## config.mk

```make
export PLATFORM = sky130hd
export DESIGN_NAME = mdio_frame_engine
export DESIGN_NICKNAME = d
export VERILOG_FILES = /design/src/rtl/mdio_pkg.sv /design/src/rtl/mdio_mdc_gen.sv /design/src/rtl/mdio_frame_seq.sv /design/src/rtl/mdio_frame_engine.sv
export SDC_FILE = /design/constraint.sdc
export NUM_CORES = 1
export LEC_CHECK = 0
export BUFFER_PORTS_ARGS = -buffer_cell sky130_fd_sc_hd__buf_2
export CORE_UTILIZATION = 60
export DETAILED_ROUTE_END_ITERATION = 16
export GPL_ROUTABILITY_DRIVEN = 0
export PLACE_DENSITY = 0.86
export SYNTH_ARGS = -nofsm -noshare
export SYNTH_HDL_FRONTEND = slang
export SYNTH_SLANG_ARGS = --single-unit
```

## constraint.sdc

```tcl
create_clock -name clk -period 5.7 [get_ports clk]
set_clock_uncertainty 0.1 [all_clocks]
set_input_delay 1.14 -clock clk [delete_from_list [all_inputs] [get_ports clk]]
set_output_delay 1.14 -clock clk [all_outputs]
set_load 0.02 [all_outputs]
```

## src/rtl/mdio_pkg.sv

```systemverilog
package mdio_pkg;
    parameter int ADDR_W    = 5;
    parameter int DATA_W    = 16;
    parameter int PRE_BITS  = 32;
    localparam int FRM_BITS  = 2 + 2 + 2 * ADDR_W + 2 + DATA_W;
    localparam int TOTAL     = PRE_BITS + FRM_BITS;
    localparam int IDX_W     = $clog2(TOTAL + 1);
    localparam int REL_IDX   = PRE_BITS + 4 + 2 * ADDR_W;
    localparam int ACK_IDX   = REL_IDX + 1;
    localparam int DATA_IDX  = REL_IDX + 2;
    localparam int LAST_IDX  = TOTAL - 1;

    localparam logic [1:0] SOF   = 2'b01;
    localparam logic [1:0] OP_RD = 2'b10;
    localparam logic [1:0] OP_WR = 2'b01;
    localparam logic [1:0] TA_WR = 2'b10;

    function automatic logic [FRM_BITS-1:0] build_frame(
        input logic              is_rd,
        input logic [ADDR_W-1:0] phy,
        input logic [ADDR_W-1:0] rg,
        input logic [DATA_W-1:0] wd
    );
        logic [1:0]        op;
        logic [1:0]        ta;
        logic [DATA_W-1:0] dat;
        op  = is_rd ? OP_RD : OP_WR;
        ta  = is_rd ? 2'b11 : TA_WR;
        dat = is_rd ? '0 : wd;
        return {SOF, op, phy, rg, ta, dat};
    endfunction
endpackage

```

## src/rtl/mdio_mdc_gen.sv

```systemverilog
module mdio_mdc_gen #(
    parameter int DIV_W = 16
) (
    input  logic             clk,
    input  logic             rst_n,
    input  logic             run,
    input  logic [DIV_W-1:0] div,
    output logic             mdc,
    output logic             rise,
    output logic             fall
);
    typedef struct packed {
        logic [DIV_W-1:0] cnt;
        logic             mdc;
    } gen_t;

    gen_t q, d;
    logic [DIV_W-1:0] eff;
    logic [DIV_W:0]   half_m1;

    always_comb begin
        eff     = (div == '0) ? DIV_W'(1) : div;
        half_m1 = (({1'b0, eff} + 1'b1) >> 1) - 1'b1;
        rise    = run && ({1'b0, q.cnt} == half_m1);
        fall    = run && (q.cnt == eff);
        d       = q;
        if (!run) begin
            d.cnt = '0;
            d.mdc = 1'b0;
        end else begin
            d.cnt = fall ? '0 : q.cnt + 1'b1;
            if (rise) d.mdc = 1'b1;
            if (fall) d.mdc = 1'b0;
        end
    end

    always_ff @(posedge clk or negedge rst_n) begin
        if (!rst_n) q <= '0;
        else        q <= d;
    end

    assign mdc = q.mdc;

    p_cnt_bound_r2: assert property (@(posedge clk) disable iff (!rst_n)
        run |-> (q.cnt <= eff));
    p_idle_low_r2: assert property (@(posedge clk) disable iff (!rst_n)
        !run |=> (!q.mdc && q.cnt == '0));
endmodule

```

## src/rtl/mdio_frame_seq.sv

```systemverilog
module mdio_frame_seq
    import mdio_pkg::*;
#(
    parameter int DIV_W = 16
) (
    input  logic              clk,
    input  logic              rst_n,
    input  logic              start,
    input  logic              rd_wr,
    input  logic [ADDR_W-1:0] phy_addr,
    input  logic [ADDR_W-1:0] reg_addr,
    input  logic [DATA_W-1:0] wr_data,
    input  logic [DIV_W-1:0]  clk_div,
    input  logic              rise,
    input  logic              fall,
    input  logic              mdio_i,
    output logic              busy,
    output logic [DIV_W-1:0]  div_lat,
    output logic              done,
    output logic              ack,
    output logic [DATA_W-1:0] rd_data,
    output logic              mdio_o,
    output logic              mdio_oe
);
    typedef struct packed {
        logic                busy;
        logic                rd;
        logic [IDX_W-1:0]    idx;
        logic [FRM_BITS-1:0] frame;
        logic [DATA_W-1:0]   rd_sh;
        logic                ack_s;
        logic [DATA_W-1:0]   rdata;
        logic                ack;
        logic                done;
        logic                o;
        logic                oe;
        logic [DIV_W-1:0]    div;
    } seq_t;

    seq_t q, d;
    logic [IDX_W-1:0] nxt;

    always_comb begin
        d      = q;
        d.done = 1'b0;
        nxt    = q.idx + 1'b1;
        if (!q.busy) begin
            if (start) begin
                d.busy  = 1'b1;
                d.rd    = rd_wr;
                d.idx   = '0;
                d.frame = build_frame(rd_wr, phy_addr, reg_addr, wr_data);
                d.div   = clk_div;
                d.rd_sh = '0;
                d.ack_s = 1'b0;
                d.o     = 1'b1;
                d.oe    = 1'b1;
            end
        end else begin
            if (rise && q.rd) begin
                if (q.idx == IDX_W'(ACK_IDX)) d.ack_s = ~mdio_i;
                if (q.idx >= IDX_W'(DATA_IDX)) d.rd_sh = {q.rd_sh[DATA_W-2:0], mdio_i};
            end
            if (fall) begin
                if (q.idx == IDX_W'(LAST_IDX)) begin
                    d.busy  = 1'b0;
                    d.done  = 1'b1;
                    d.o     = 1'b0;
                    d.oe    = 1'b0;
                    d.ack   = q.rd & q.ack_s;
                    d.rdata = q.rd ? q.rd_sh : '0;
                end else begin
                    d.idx = nxt;
                    if (nxt >= IDX_W'(PRE_BITS)) begin
                        d.o     = q.frame[FRM_BITS-1];
                        d.frame = q.frame << 1;
                    end else begin
                        d.o = 1'b1;
                    end
                    d.oe = !(q.rd && nxt >= IDX_W'(REL_IDX));
                end
            end
        end
    end

    always_ff @(posedge clk or negedge rst_n) begin
        if (!rst_n) q <= '0;
        else        q <= d;
    end

    assign busy    = q.busy;
    assign div_lat = q.div;
    assign done    = q.done;
    assign ack     = q.ack;
    assign rd_data = q.rdata;
    assign mdio_o  = q.o;
    assign mdio_oe = q.oe;

    p_done_pulse_r10: assert property (@(posedge clk) disable iff (!rst_n)
        q.done |=> !q.done);
    p_done_ends_busy_r10: assert property (@(posedge clk) disable iff (!rst_n)
        q.done |-> (!q.busy && $past(q.busy)));
    p_write_no_ack_r7: assert property (@(posedge clk) disable iff (!rst_n)
        (q.done && !q.rd) |-> (!q.ack && q.rdata == '0));
    p_start_ignored_r11: assert property (@(posedge clk) disable iff (!rst_n)
        (q.busy && start && !fall) |=> ($stable(q.idx) && $stable(q.frame)));
    p_mode_hold_r11: assert property (@(posedge clk) disable iff (!rst_n)
        q.busy |=> $stable(q.rd));
    p_release_r6: assert property (@(posedge clk) disable iff (!rst_n)
        (q.busy && q.rd && q.idx >= IDX_W'(ACK_IDX)) |-> !q.oe);
endmodule

```

## src/rtl/mdio_frame_engine.sv

```systemverilog
module mdio_frame_engine
    import mdio_pkg::*;
#(
    parameter int DIV_W = 16
) (
    input  logic              clk,
    input  logic              rst_n,
    input  logic              start,
    input  logic              rd_wr,
    input  logic [ADDR_W-1:0] phy_addr,
    input  logic [ADDR_W-1:0] reg_addr,
    input  logic [DATA_W-1:0] wr_data,
    input  logic [DIV_W-1:0]  clk_div,
    output logic              busy,
    output logic              done,
    output logic              ack,
    output logic [DATA_W-1:0] rd_data,
    output logic              mdc,
    output logic              mdio_o,
    output logic              mdio_oe,
    input  logic              mdio_i
);
    logic             rise_w;
    logic             fall_w;
    logic [DIV_W-1:0] div_w;

    mdio_mdc_gen #(.DIV_W(DIV_W)) u_gen (
        .clk  (clk),
        .rst_n(rst_n),
        .run  (busy),
        .div  (div_w),
        .mdc  (mdc),
        .rise (rise_w),
        .fall (fall_w)
    );

    mdio_frame_seq #(.DIV_W(DIV_W)) u_seq (
        .clk     (clk),
        .rst_n   (rst_n),
        .start   (start),
        .rd_wr   (rd_wr),
        .phy_addr(phy_addr),
        .reg_addr(reg_addr),
        .wr_data (wr_data),
        .clk_div (clk_div),
        .rise    (rise_w),
        .fall    (fall_w),
        .mdio_i  (mdio_i),
        .busy    (busy),
        .div_lat (div_w),
        .done    (done),
        .ack     (ack),
        .rd_data (rd_data),
        .mdio_o  (mdio_o),
        .mdio_oe (mdio_oe)
    );

    p_out_on_fall_r9: assert property (@(posedge clk) disable iff (!rst_n)
        (busy && $past(busy) && !$fell(mdc)) |-> $stable(mdio_o));
    p_oe_in_frame_r3: assert property (@(posedge clk) disable iff (!rst_n)
        mdio_oe |-> busy);
    p_mdc_idle_r2: assert property (@(posedge clk) disable iff (!rst_n)
        !busy |-> !mdc);
endmodule

```

==> out/summary.txt, run 1 <==
==================================================================================
Critical path required time                                                5890 ps
Pre-CTS setup slack                                                        1170 ps
Seq pwr share                                                                0.525
Total gr overflow                                                                0
Yosys warning total                                                              0
Number of synthesized register bits                                            111
Antenna Diode Count                                                              0
Switching share of power                                                     0.334
Fin crit share                                                               0.817
Power share of the combinational group                                       0.223
Num rows                                                                        37
Port Buf Inserts                                                                68
Wirelength, routed                                                         13.9 mm
Core Box Area                                                            10300 µm²
Nature of the critical path endpoint                                      register
Antenna violations before repair                                                 0
Via count of the routed design                                                5219
Avg Inst Size Synth                                                       8.83 µm²
Clock latency on the worst-skew pair                                        390 ps
Maximum operating frequency                                              0.215 GHz
Post-synth EDFFs                                                                 0
Clk pin slew, worst setup/hold paths                                        100 ps
Worst Min Path Start                                                  u_seq.rd_data[13]
Run status                                                            finished clean
Slew at the pin with the worst max-slew slack                              1130 ps
Shortest period the worst path allows                                      4660 ps
Sum of negative setup slack                                                   0 ps
Remaining antenna violation count                                                0
Critical path data arrival time                                            4840 ps
Post-CTS resize count                                                            0
Starting DRT DRC Count                                                         366
Leakage power figure                                                    0.00314 µW
Clock tree from TritonCTS                                                    built
Worst reg2reg endpoint                                                 u_seq.q[50]
Cell Area, Synth                                                          6360 µm²
Fillers                                                                        853
Synthesized net count                                                          772
Max Cap Violations                                                               0
Cell area after placement                                                 6490 µm²
Average via count per standard cell                                           6.00
TritonRoute pass-1 iters                                                         5
Tightest hold margin                                                        385 ps
Primary flip-flop cell chosen by synthesis mapping                    sky130_fd_sc_hd__dfrtp_1
Summed area of non-filler cells in the final layout                       6680 µm²
Commonest non-fill, non-tap cells in the layout                       sky130_fd_sc_hd__nand2_1, sky130_fd_sc_hd__dfrtp_1, sky130_fd_sc_hd__buf_2, sky130_fd_sc_hd__o21ai_0, sky130_fd_sc_hd__nor2_1
Number of levels the H-tree was split into                                       3
Growth of design area from synthesis to finish                               5.10%
R2R Setup Slk                                                              1040 ps
Die span in y                                                               105 µm
Final hold violation count                                                       0
Post-layout util                                                             0.650
Maximum fanout along the worst path                                             18
Number of buffers created by CTS                                                 9
Fraction of the yosys area taken by sequential cells                         0.437
Setup Buffers After CTS                                                          0
Net switching power of the design                                           623 µW
Instance count of the mapped netlist                                           720
Global-route wire length before repair                                     24.0 mm
Number of top-level pins                                                        69
Initial standard-cell utilization of the core                                0.618
Endpoint, Worst Hold                                                  u_seq.rd_data[13]
Share of final-layout standard cells stronger than drive strength 1          0.144
Power per standard cell area                                            279 nW/µm²
Final setup violation count                                                      0
Clk network pwr share                                                        0.252
Half-perimeter wire length after placement                                 9.62 mm
Final #Nets                                                                    781
Critical Path Start Type                                                  register
Yosys cell types                                                                68
FF-to-FF path depth                                                             12
Setup repair after global routing missed its margin                             no
Post-synthesis async set-or-reset flop share                                  1.00
Worst Hold Depth                                                                 2
Final Slew Violations                                                            0
Design internal power                                                      1240 µW
Number of DRC violations after detailed routing                                  0
Most common cell after layout, fill and taps aside                    sky130_fd_sc_hd__nand2_1
Area enclosed by the die boundary                                        11000 µm²
IR Drop Worst-Case VDD                                                  0.000175 V
Routed length per placed instance                                          16.0 µm
Worst Path Class, Setup                                               register to register
# hold bufs at CTS                                                               0
Hold/Removal Path Class                                               register to register
Master cell of the clock root buffer                                  sky130_fd_sc_hd__clkbuf_8
Horizontal extent of the die                                                105 µm
Overall global routing resource usage                                        0.272
Worst Setup Slack, final                                                   1040 ps
Worst R2R Start                                                       u_seq.div_lat[8]
Largest net degree at the start of global routing                               68
Clock sink count                                                               111
Worst relative slew slack                                                    0.245
Number of global-route vias before repair                                     5194
Largest buffer count on any clock path                                           2
==================================================================================
==> Yosys cell counts (all sizes together), types with 2 or more instances <==
cell type,n,area share
a21oi,12,0.010
inv,10,0.0059
nor2,46,0.028
nand4,8,0.0079
o21a,4,0.0047
a211oi,5,0.0067
xor2,31,0.043
ha,5,0.0098
and3,9,0.0091
xnor2,29,0.041
nand3,29,0.024
o22ai,2,0.0020
o211a,4,0.0063
buf,40,0.045
nand2b,5,0.0049
o21ai,64,0.050
nor4,7,0.010
nor3,7,0.0063
o2111a,2,0.0035
nand4b,2,0.0028
nand3b,2,0.0024
dfrtp,111,0.44
o31ai,3,0.0035
or3,4,0.0039
mux2i,17,0.027
a211o,2,0.0028
and4,3,0.0043
nand2,157,0.093
clkbuf,34,0.020
o41ai,2,0.0028
a21o,14,0.017
o221ai,2,0.0028
a22oi,27,0.032
==> stage by stage <==
stage                     instances  total power, µW
after global placement          854             1380
after floorplan                 720             1290
after global routing            870             1960
after detailed placement        854             1400
final                           870             1870
after CTS                       870             1860
==> worst max-delay path by stage <==
| stage | slack [ps] | end | startpoint |
|---|---|---|---|
| 3_3_place_gp | 1420 | u_seq.q[37] | u_seq.div_lat[8] |
| 6_report | 1040 | u_seq.q[50] | u_seq.div_lat[8] |
| 2_1_floorplan | 2140 | u_seq.q[37] | u_seq.div_lat[7] |
| 3_5_place_dp | 1170 | u_seq.q[50] | u_seq.div_lat[8] |
| 4_1_cts | 1160 | u_seq.q[50] | u_seq.div_lat[8] |
| 5_1_grt | 720 | u_seq.q[50] | u_seq.div_lat[8] |
==> cell type report <==
| class | count | area [µm²] | area share |
|---|---|---|---|
| clock buffers | 12 | 155 | 0.0232 |
| flip-flops and latches | 111 | 2780 | 0.416 |
| inverters | 10 | 37.5 | 0.00562 |
| repair buffers | 72 | 373 | 0.0558 |
| multi-input cells | 525 | 3130 | 0.469 |
| clock inverters | 4 | 33.8 | 0.00506 |
| well taps | 136 | 170 | 0.0255 |
==> logic make-up (layout without fill, tap and decap cells) <==
group                      Yosys count  in the layout  synth area share
DFF                                111            111             0.437
xor gates and xnor gates            60             60            0.0839
buffers and inverters               84             98            0.0707
adders and majority gates            5              5           0.00984
and+or+nand+nor                    286            286             0.207
AOI/OAI and AO/OA                  156            156             0.163
muxes                               18             18            0.0285
==> worst max-delay path: stages (launching register included) <==
cell and delay (ps):
sky130_fd_sc_hd__dfrtp_1 560, sky130_fd_sc_hd__nor4_2 530, sky130_fd_sc_hd__and4_1 410, sky130_fd_sc_hd__a21oi_1 140, sky130_fd_sc_hd__ha_1 330, sky130_fd_sc_hd__nand3b_1 190, sky130_fd_sc_hd__nor4_1 340, sky130_fd_sc_hd__nand3_1 180
sky130_fd_sc_hd__a2111oi_2 230, sky130_fd_sc_hd__o2111ai_1 170, sky130_fd_sc_hd__and4bb_1 950, sky130_fd_sc_hd__mux2i_1 230, sky130_fd_sc_hd__a21o_1 200
==> power by group through the flow <==
stage | clock (µW) | combinational, µW | sequential, µW
6_report | 471 | 416 | 978
3_5_place_dp | 0 | 409 | 990
3_3_place_gp | 0 | 391 | 984
4_1_cts | 476 | 412 | 975
5_1_grt | 507 | 466 | 991
2_1_floorplan | 0 | 381 | 912
==> flip-flops by register name (all words and copies together) (netlist names) <==
| name | count |
|---|---|
| u_seq.q | 57 |
| u_gen.q | 16 |
| u_seq.div_lat | 16 |
| u_seq.rd_data | 16 |
| u_gen.mdc | 1 |
| u_seq.ack | 1 |
| u_seq.busy | 1 |
| u_seq.done | 1 |
| u_seq.mdio_o | 1 |
| u_seq.mdio_oe | 1 |
==> layer usage <==
layer	vias to the layer above	wire length (µm)	global-route usage
met5	-	0	0
met4	0	528	0.127
met3	48	872	0.0611
met2	191	6730	0.441
met1	2516	5760	0.346
li1	2464	-	-
No activity file was read; power rests on OpenSTA's default activity.
==> run 2: changes to the inputs <==
--- a/config.mk
+++ b/config.mk
@@ -6,10 +6,10 @@
 export NUM_CORES = 1
 export LEC_CHECK = 0
 export BUFFER_PORTS_ARGS = -buffer_cell sky130_fd_sc_hd__buf_2
-export CORE_UTILIZATION = 60
+export CORE_UTILIZATION = 59
 export DETAILED_ROUTE_END_ITERATION = 16
 export GPL_ROUTABILITY_DRIVEN = 0
-export PLACE_DENSITY = 0.86
+export PLACE_DENSITY = 0.85
 export SYNTH_ARGS = -nofsm -noshare
 export SYNTH_HDL_FRONTEND = slang
 export SYNTH_SLANG_ARGS = --single-unit
==> constraint.sdc (replaced) <==
create_clock -name clk -period 4.86 [get_ports clk]
set_clock_uncertainty 0.1 [all_clocks]
set_input_delay 0.972 -clock clk [delete_from_list [all_inputs] [get_ports clk]]
set_output_delay 0.972 -clock clk [all_outputs]
set_load 0.02 [all_outputs]
==> out/summary.txt, run 2 (synthesized netlist as in run 1, its figures left out) <==
==================================================================================
Remaining antenna violation count                                                0   unchanged
Initial standard-cell utilization of the core                                0.613   was 0.618
Worst relative slew slack                                                    0.254   was 0.245
Final #Nets                                                                    782   was 781
Power share of the combinational group                                       0.213   was 0.223
Worst reg2reg endpoint                                                 u_seq.q[37]   was u_seq.q[50]
Wirelength, routed                                                         13.5 mm   was 13.9 mm
Critical path required time                                                5050 ps   was 5890 ps
# hold bufs at CTS                                                               0   unchanged
Clock tree from TritonCTS                                                    built   unchanged
Summed area of non-filler cells in the final layout                       6720 µm²   was 6680 µm²
Total gr overflow                                                                0   unchanged
Average via count per standard cell                                           5.94   was 6.00
Nature of the critical path endpoint                                      register   unchanged
Die span in y                                                               106 µm   was 105 µm
Area enclosed by the die boundary                                        11200 µm²   was 11000 µm²
Setup repair after global routing missed its margin                             no   unchanged
Antenna Diode Count                                                              0   unchanged
Post-CTS resize count                                                            0   unchanged
Port Buf Inserts                                                                68   unchanged
Critical path data arrival time                                            4430 ps   was 4840 ps
Largest net degree at the start of global routing                               79   was 68
CP max-delay cell                                                     sky130_fd_sc_hd__dfrtp_1   was sky130_fd_sc_hd__and4bb_1
Hold/Removal Path Class                                               register to register   unchanged
Sum of negative setup slack                                                   0 ps   unchanged
Global routing met2 resource utilization                                     0.404   was 0.441
Final Slew Violations                                                            0   unchanged
Largest buffer count on any clock path                                           2   unchanged
Clock latency on the worst-skew pair                                        390 ps   about the same
Routed length per placed instance                                          15.5 µm   was 16.0 µm
Top Usage Layer GRT                                                           met2   unchanged
FF-to-FF path depth                                                             13   was 12
Worst R2R Start                                                       u_seq.div_lat[6]   was u_seq.div_lat[8]
Maximum fanout along the worst path                                             18   unchanged
Worst Hold Depth                                                                 2   unchanged
Worst Path Class, Setup                                               register to register   unchanged
Starting DRT DRC Count                                                         304   was 366
Design internal power                                                      1530 µW   was 1240 µW
Number of DRC violations after detailed routing                                  0   unchanged
Net switching power of the design                                           733 µW   was 623 µW
Overall global routing resource usage                                        0.256   was 0.272
Clk pin slew, worst setup/hold paths                                        110 ps   was 100 ps
Antenna violations before repair                                                 0   unchanged
Maximum operating frequency                                              0.236 GHz   was 0.215 GHz
Worst Min Path Start                                                  u_seq.rd_data[3]   was u_seq.rd_data[13]
Global-route wire length before repair                                     22.9 mm   was 24.0 mm
Via count of the routed design                                                5171   was 5219
Number of levels the H-tree was split into                                       3   unchanged
Final hold violation count                                                       0   unchanged
Power per standard cell area                                            337 nW/µm²   was 279 nW/µm²
Most common cell after layout, fill and taps aside                    sky130_fd_sc_hd__nand2_1   unchanged
Number of global-route vias before repair                                     5003   was 5194
R2R Setup Slk                                                               620 ps   was 1040 ps
Master cell of the clock root buffer                                  sky130_fd_sc_hd__clkbuf_8   unchanged
Max Cap Violations                                                               0   unchanged
Run status                                                            finished clean   unchanged
Shortest period the worst path allows                                      4240 ps   was 4660 ps
Delay-heaviest family, CP                                             simple AND/OR/NAND/NOR gates   unchanged
Fin crit share                                                               0.873   was 0.817
Endpoint, Worst Hold                                                  u_seq.rd_data[3]   was u_seq.rd_data[13]
TritonRoute pass-1 iters                                                         5   unchanged
Seq pwr share                                                                0.508   was 0.525
Number of buffers created by CTS                                                 9   unchanged
Half-perimeter wire length after placement                                 9.25 mm   was 9.62 mm
IR Drop Worst-Case VDD                                                  0.000243 V   was 0.000175 V
Register bank with the most flops                                          u_seq.q   unchanged
Clk network pwr share                                                        0.279   was 0.252
Met1 Use GR                                                                  0.329   was 0.346
Leakage power figure                                                    0.00316 µW   was 0.00314 µW
Cell area after placement                                                 6500 µm²   was 6490 µm²
Clock sink count                                                               111   unchanged
List of cells traversed by the critical path                          nor2_1, and4_1, a21oi_1, ha_1, nor3b_4, nand3_2, or3_1, a2111oi_2, o2111ai_1, and4bb_1, buf_4, nor2_2, a211o_1   was nor4_2, and4_1, a21oi_1, ha_1, nand3b_1, nor4_1, nand3_1, a2111oi_2, o2111ai_1, and4bb_1, mux2i_1, a21o_1
Number of buffer and inverter instances along the worst setup path               1   was 0
Share of final-layout standard cells stronger than drive strength 1          0.144   about the same
Number of top-level pins                                                        69   unchanged
Critical Path Start Type                                                  register   unchanged
Slew at the pin with the worst max-slew slack                              1120 ps   was 1130 ps
Num rows                                                                        37   unchanged
Switching share of power                                                     0.323   was 0.334
Horizontal extent of the die                                                106 µm   was 105 µm
Origin of the worst setup path                                        u_seq.div_lat[6]   was u_seq.div_lat[8]
Setup Buffers After CTS                                                          0   unchanged
Final setup violation count                                                      0   unchanged
Core Box Area                                                            10400 µm²   was 10300 µm²
Growth of design area from synthesis to finish                               5.79%   was 5.10%
Commonest non-fill, non-tap cells in the layout                       sky130_fd_sc_hd__nand2_1, sky130_fd_sc_hd__dfrtp_1, sky130_fd_sc_hd__buf_2, sky130_fd_sc_hd__o21ai_0, sky130_fd_sc_hd__nor2_1   unchanged
Slowest stage delay, CP                                                     600 ps   was 950 ps
Max reg flops                                                                   57   unchanged
Global-route met3 utilization                                               0.0649   was 0.0611
==================================================================================
run 2: cell types whose count changed in the layout (fill, tap and decap cells not counted), sizes merged:
cell and delta:
bufinv +2, buf +1, clkbuf -2, clkinvlp +1, clkinv -1
run 2: final cells by class:
class,count,area (µm²)
repair buffers,73,380
flip-flops and latches,111,2780
well taps,136,170
multi-input cells,525,3130
clock inverters,6,98.8
clock buffers,10,128
fillers,843,3650
inverters,10,37.5
run 2: power by group through the flow:
stage	logic, µW	registers, µW	clock network, µW
2_1_floorplan	447	1070	0
6_report	484	1150	632
5_1_grt	540	1160	676
3_3_place_gp	460	1160	0
3_5_place_dp	473	1160	0
4_1_cts	478	1150	648
run 2: worst max-delay path by stage:
stage | end | slack (ps) | depth (start not counted)
5_1_grt | u_seq.q[37] | 360 | 13
3_3_place_gp | u_seq.q[37] | 920 | 13
2_1_floorplan | u_seq.q[37] | 1300 | 15
3_5_place_dp | u_seq.q[37] | 750 | 13
4_1_cts | u_seq.q[37] | 710 | 13
6_report | u_seq.q[37] | 620 | 13
run 2: tightest hold or removal path: stages, from the launching register on:
cell and delay (ps):
sky130_fd_sc_hd__dfrtp_1 350, sky130_fd_sc_hd__nand2_1 50, sky130_fd_sc_hd__o21ai_0 60
run 2: metal layers:
metal | part of all wire | wire, µm
met5 | 0 | 0
met4 | 0.041 | 550
met3 | 0.061 | 826
met2 | 0.47 | 6410
met1 | 0.42 | 5730
run 2: metrics by stage:
| stage | setup WS [ps] | std cells | hold slack [ps] | power, µW | util |
|---|---|---|---|---|---|
| 5_1_grt | 364 | 871 | 408 | 2380 | 0.648 |
| 6_report | 619 | 871 | 384 | 2270 | 0.648 |
| 3_3_place_gp | 924 | 855 | 362 | 1620 | 0.627 |
| 2_1_floorplan | 1300 | 720 | 350 | 1520 | - |
| 3_5_place_dp | 749 | 855 | 365 | 1640 | 0.627 |
| 4_1_cts | 709 | 871 | 389 | 2270 | 0.648 |
==> run 3: changes to the inputs <==
--- a/config.mk
+++ b/config.mk
@@ -9,6 +9,7 @@
 export CORE_UTILIZATION = 59
 export DETAILED_ROUTE_END_ITERATION = 16
 export GPL_ROUTABILITY_DRIVEN = 0
+export GPL_TIMING_DRIVEN = 0
 export PLACE_DENSITY = 0.85
 export SYNTH_ARGS = -nofsm -noshare
 export SYNTH_HDL_FRONTEND = slang
==> constraint.sdc (replaced) <==
create_clock -name clk -period 4.86 [get_ports clk]
set_clock_uncertainty 0.1 [all_clocks]
set_input_delay 0.243 -clock clk [delete_from_list [all_inputs] [get_ports clk]]
set_output_delay 0.243 -clock clk [all_outputs]
set_load 0.02 [all_outputs]
==> out/summary.txt, run 3 (synthesized netlist as in run 1, its figures left out) <==
==================================================================================
Worst relative slew slack                                                    0.546   was 0.254
Slew at the pin with the worst max-slew slack                               681 ps   was 1120 ps
Fillers                                                                        810   was 843
Clock latency on the worst-skew pair                                        400 ps   was 390 ps
Register bank with the most flops                                          u_seq.q   unchanged
Number of levels the H-tree was split into                                       3   unchanged
Final setup violation count                                                      0   unchanged
Sum of negative setup slack                                                   0 ps   unchanged
Remaining antenna violation count                                                0   unchanged
Worst R2R Start                                                       u_seq.div_lat[7]   was u_seq.div_lat[6]
Leakage power figure                                                    0.00345 µW   was 0.00316 µW
Critical path required time                                                5100 ps   was 5050 ps
Core Box Area                                                            10400 µm²   unchanged
Max Cap Violations                                                               0   unchanged
Final hold violation count                                                       0   unchanged
Die span in y                                                               106 µm   unchanged
Run status                                                            finished clean   unchanged
Antenna Diode Count                                                              0   unchanged
TritonRoute pass-1 iters                                                         5   unchanged
R2R Setup Slk                                                               610 ps   was 620 ps
Capturing instance or port of the critical path                        u_seq.q[47]   was u_seq.q[37]
Number of buffers created by CTS                                                 9   unchanged
Area enclosed by the die boundary                                        11200 µm²   unchanged
Tightest hold margin                                                       32.4 ps   was 384 ps
Largest net degree at the start of global routing                               62   was 79
Clock tree from TritonCTS                                                    built   unchanged
Setup repair after global routing missed its margin                             no   unchanged
Clock sink count                                                               111   unchanged
Horizontal extent of the die                                                106 µm   unchanged
Hold/Removal Path Class                                               input port to register   was register to register
Commonest non-fill, non-tap cells in the layout                       sky130_fd_sc_hd__nand2_1, sky130_fd_sc_hd__dfrtp_1, sky130_fd_sc_hd__buf_2, sky130_fd_sc_hd__o21ai_0, sky130_fd_sc_hd__nor2_1   unchanged
Fin crit share                                                               0.875   was 0.873
Shortest period the worst path allows                                      4250 ps   was 4240 ps
Via count of the routed design                                                5530   was 5171
Growth of design area from synthesis to finish                               14.8%   was 5.79%
Largest buffer count on any clock path                                           2   unchanged
FF-to-FF path depth                                                             15   was 13
Max reg flops                                                                   57   unchanged
Num rows                                                                        37   unchanged
IR Drop Worst-Case VDD                                                  0.000220 V   was 0.000243 V
Final #Nets                                                                    871   was 782
Initial standard-cell utilization of the core                                0.613   unchanged
Post-CTS resize count                                                            0   unchanged
Wirelength, routed                                                         15.0 mm   was 13.5 mm
Number of top-level pins                                                        69   unchanged
Number of global-route vias before repair                                     5480   was 5003
Average via count per standard cell                                           5.76   was 5.94
Final Slew Violations                                                            0   unchanged
Routed length per placed instance                                          15.6 µm   was 15.5 µm
Clk pin slew, worst setup/hold paths                                        110 ps   about the same
Master cell of the clock root buffer                                  sky130_fd_sc_hd__clkbuf_8   unchanged
Power per standard cell area                                            312 nW/µm²   was 337 nW/µm²
Nature of the critical path endpoint                                      register   unchanged
Maximum fanout along the worst path                                             10   was 18
Number of DRC violations after detailed routing                                  0   unchanged
Critical path data arrival time                                            4500 ps   was 4430 ps
Port Buf Inserts                                                                68   unchanged
Total gr overflow                                                                0   unchanged
Most common cell after layout, fill and taps aside                    sky130_fd_sc_hd__nand2_1   unchanged
Worst reg2reg endpoint                                                 u_seq.q[47]   was u_seq.q[37]
Share of final-layout standard cells stronger than drive strength 1          0.172   was 0.144
Global-route wire length before repair                                     25.5 mm   was 22.9 mm
Antenna violations before repair                                                 0   unchanged
Origin of the worst setup path                                        u_seq.div_lat[7]   was u_seq.div_lat[6]
Critical Path Start Type                                                  register   unchanged
Maximum operating frequency                                              0.235 GHz   was 0.236 GHz
Half-perimeter wire length after placement                                 10.7 mm   was 9.25 mm
Worst Path Class, Setup                                               register to register   unchanged
Overall global routing resource usage                                        0.286   was 0.256
Starting DRT DRC Count                                                         303   was 304
==================================================================================
## run 3: cell count changes in the layout (fill, tap and decap cells not counted), moves of 2 or more
| cell | before | now |
|---|---|---|
| sky130_fd_sc_hd__buf_6 | 0 | 3 |
| sky130_fd_sc_hd__dlygate4sd3_1 | 0 | 19 |
| sky130_fd_sc_hd__buf_2 | 67 | 83 |
| sky130_fd_sc_hd__inv_6 | 1 | 4 |
| sky130_fd_sc_hd__buf_4 | 6 | 21 |
| sky130_fd_sc_hd__clkbuf_1 | 1 | 34 |
| sky130_fd_sc_hd__inv_8 | 2 | 0 |
## run 3: cell type report
| cell class | instances | area [µm²] | area share |
|---|---|---|---|
| well taps | 136 | 170 | 0.0233 |
| flip-flops and latches | 111 | 2780 | 0.381 |
| clock buffers | 9 | 124 | 0.0170 |
| inverters | 10 | 37.5 | 0.00514 |
| clock inverters | 7 | 86.3 | 0.0118 |
| repair buffers | 88 | 561 | 0.0768 |
| plain buffers | 74 | 412 | 0.0564 |
| multi-input cells | 525 | 3130 | 0.429 |
## run 3: per-stage QoR
step | utilization | area [µm²] | worst slack [ps] | total power, µW | instances
6_report | 0.704 | 7300 | 609 | 2280 | 960
5_1_grt | 0.704 | 7300 | 377 | 2400 | 960
4_1_cts | 0.704 | 7300 | 712 | 2280 | 960
3_5_place_dp | 0.665 | 6900 | 724 | 1680 | 925
3_3_place_gp | 0.662 | 6870 | 806 | 1640 | 924
2_1_floorplan | - | 6360 | 1300 | 1520 | 720
## run 3: critical path: stages, from the launching register on
cell                        delay [ps]
sky130_fd_sc_hd__dfrtp_1           330
sky130_fd_sc_hd__buf_2             230
sky130_fd_sc_hd__nor2_1            120
sky130_fd_sc_hd__and4_1            300
sky130_fd_sc_hd__a21oi_1           270
sky130_fd_sc_hd__ha_1              350
sky130_fd_sc_hd__nor3b_4           340
sky130_fd_sc_hd__nand3_2           190
sky130_fd_sc_hd__or3_1             400
sky130_fd_sc_hd__a2111oi_2         340
sky130_fd_sc_hd__o2111ai_1         220
sky130_fd_sc_hd__and4bb_1          330
sky130_fd_sc_hd__buf_6             170
sky130_fd_sc_hd__buf_12            140
sky130_fd_sc_hd__mux2i_1           230
sky130_fd_sc_hd__a21o_1            120
## run 3: worst min path at each step
stage / from / endpoint / slack (ps) / depth (start not counted)
final: phy_addr[4] / u_seq.q[80] / 30 / 3
after global routing: wr_data[3] / u_seq.q[56] / 30 / 3
after CTS: phy_addr[4] / u_seq.q[80] / 20 / 3
after detailed placement: rst_n / u_seq.div_lat[9] / 220 / 1
after global placement: clk_div[8] / u_seq.div_lat[8] / 330 / 3
after floorplan: rst_n / u_gen.mdc / -150 / 0
## run 3: routing by layer
layer  vias up  track usage  part of all wire
li1       2652            -                 -
met1      2673        0.353              0.42
met2       175        0.492              0.50
met3        30       0.0532             0.057
met4         0        0.115             0.021
met5         -            0                 0
## run 3: power by group
part / switching [µW] / internal [µW]
sequential: 66.7 / 1000
combinational: 348 / 269
clock: 343 / 249
total: 757 / 1520
## run 3: what timing repair did
action	in CTS	in global routing
hold buffers	19	0
buffers inserted	0	0
endpoints found under the hold margin	68	0
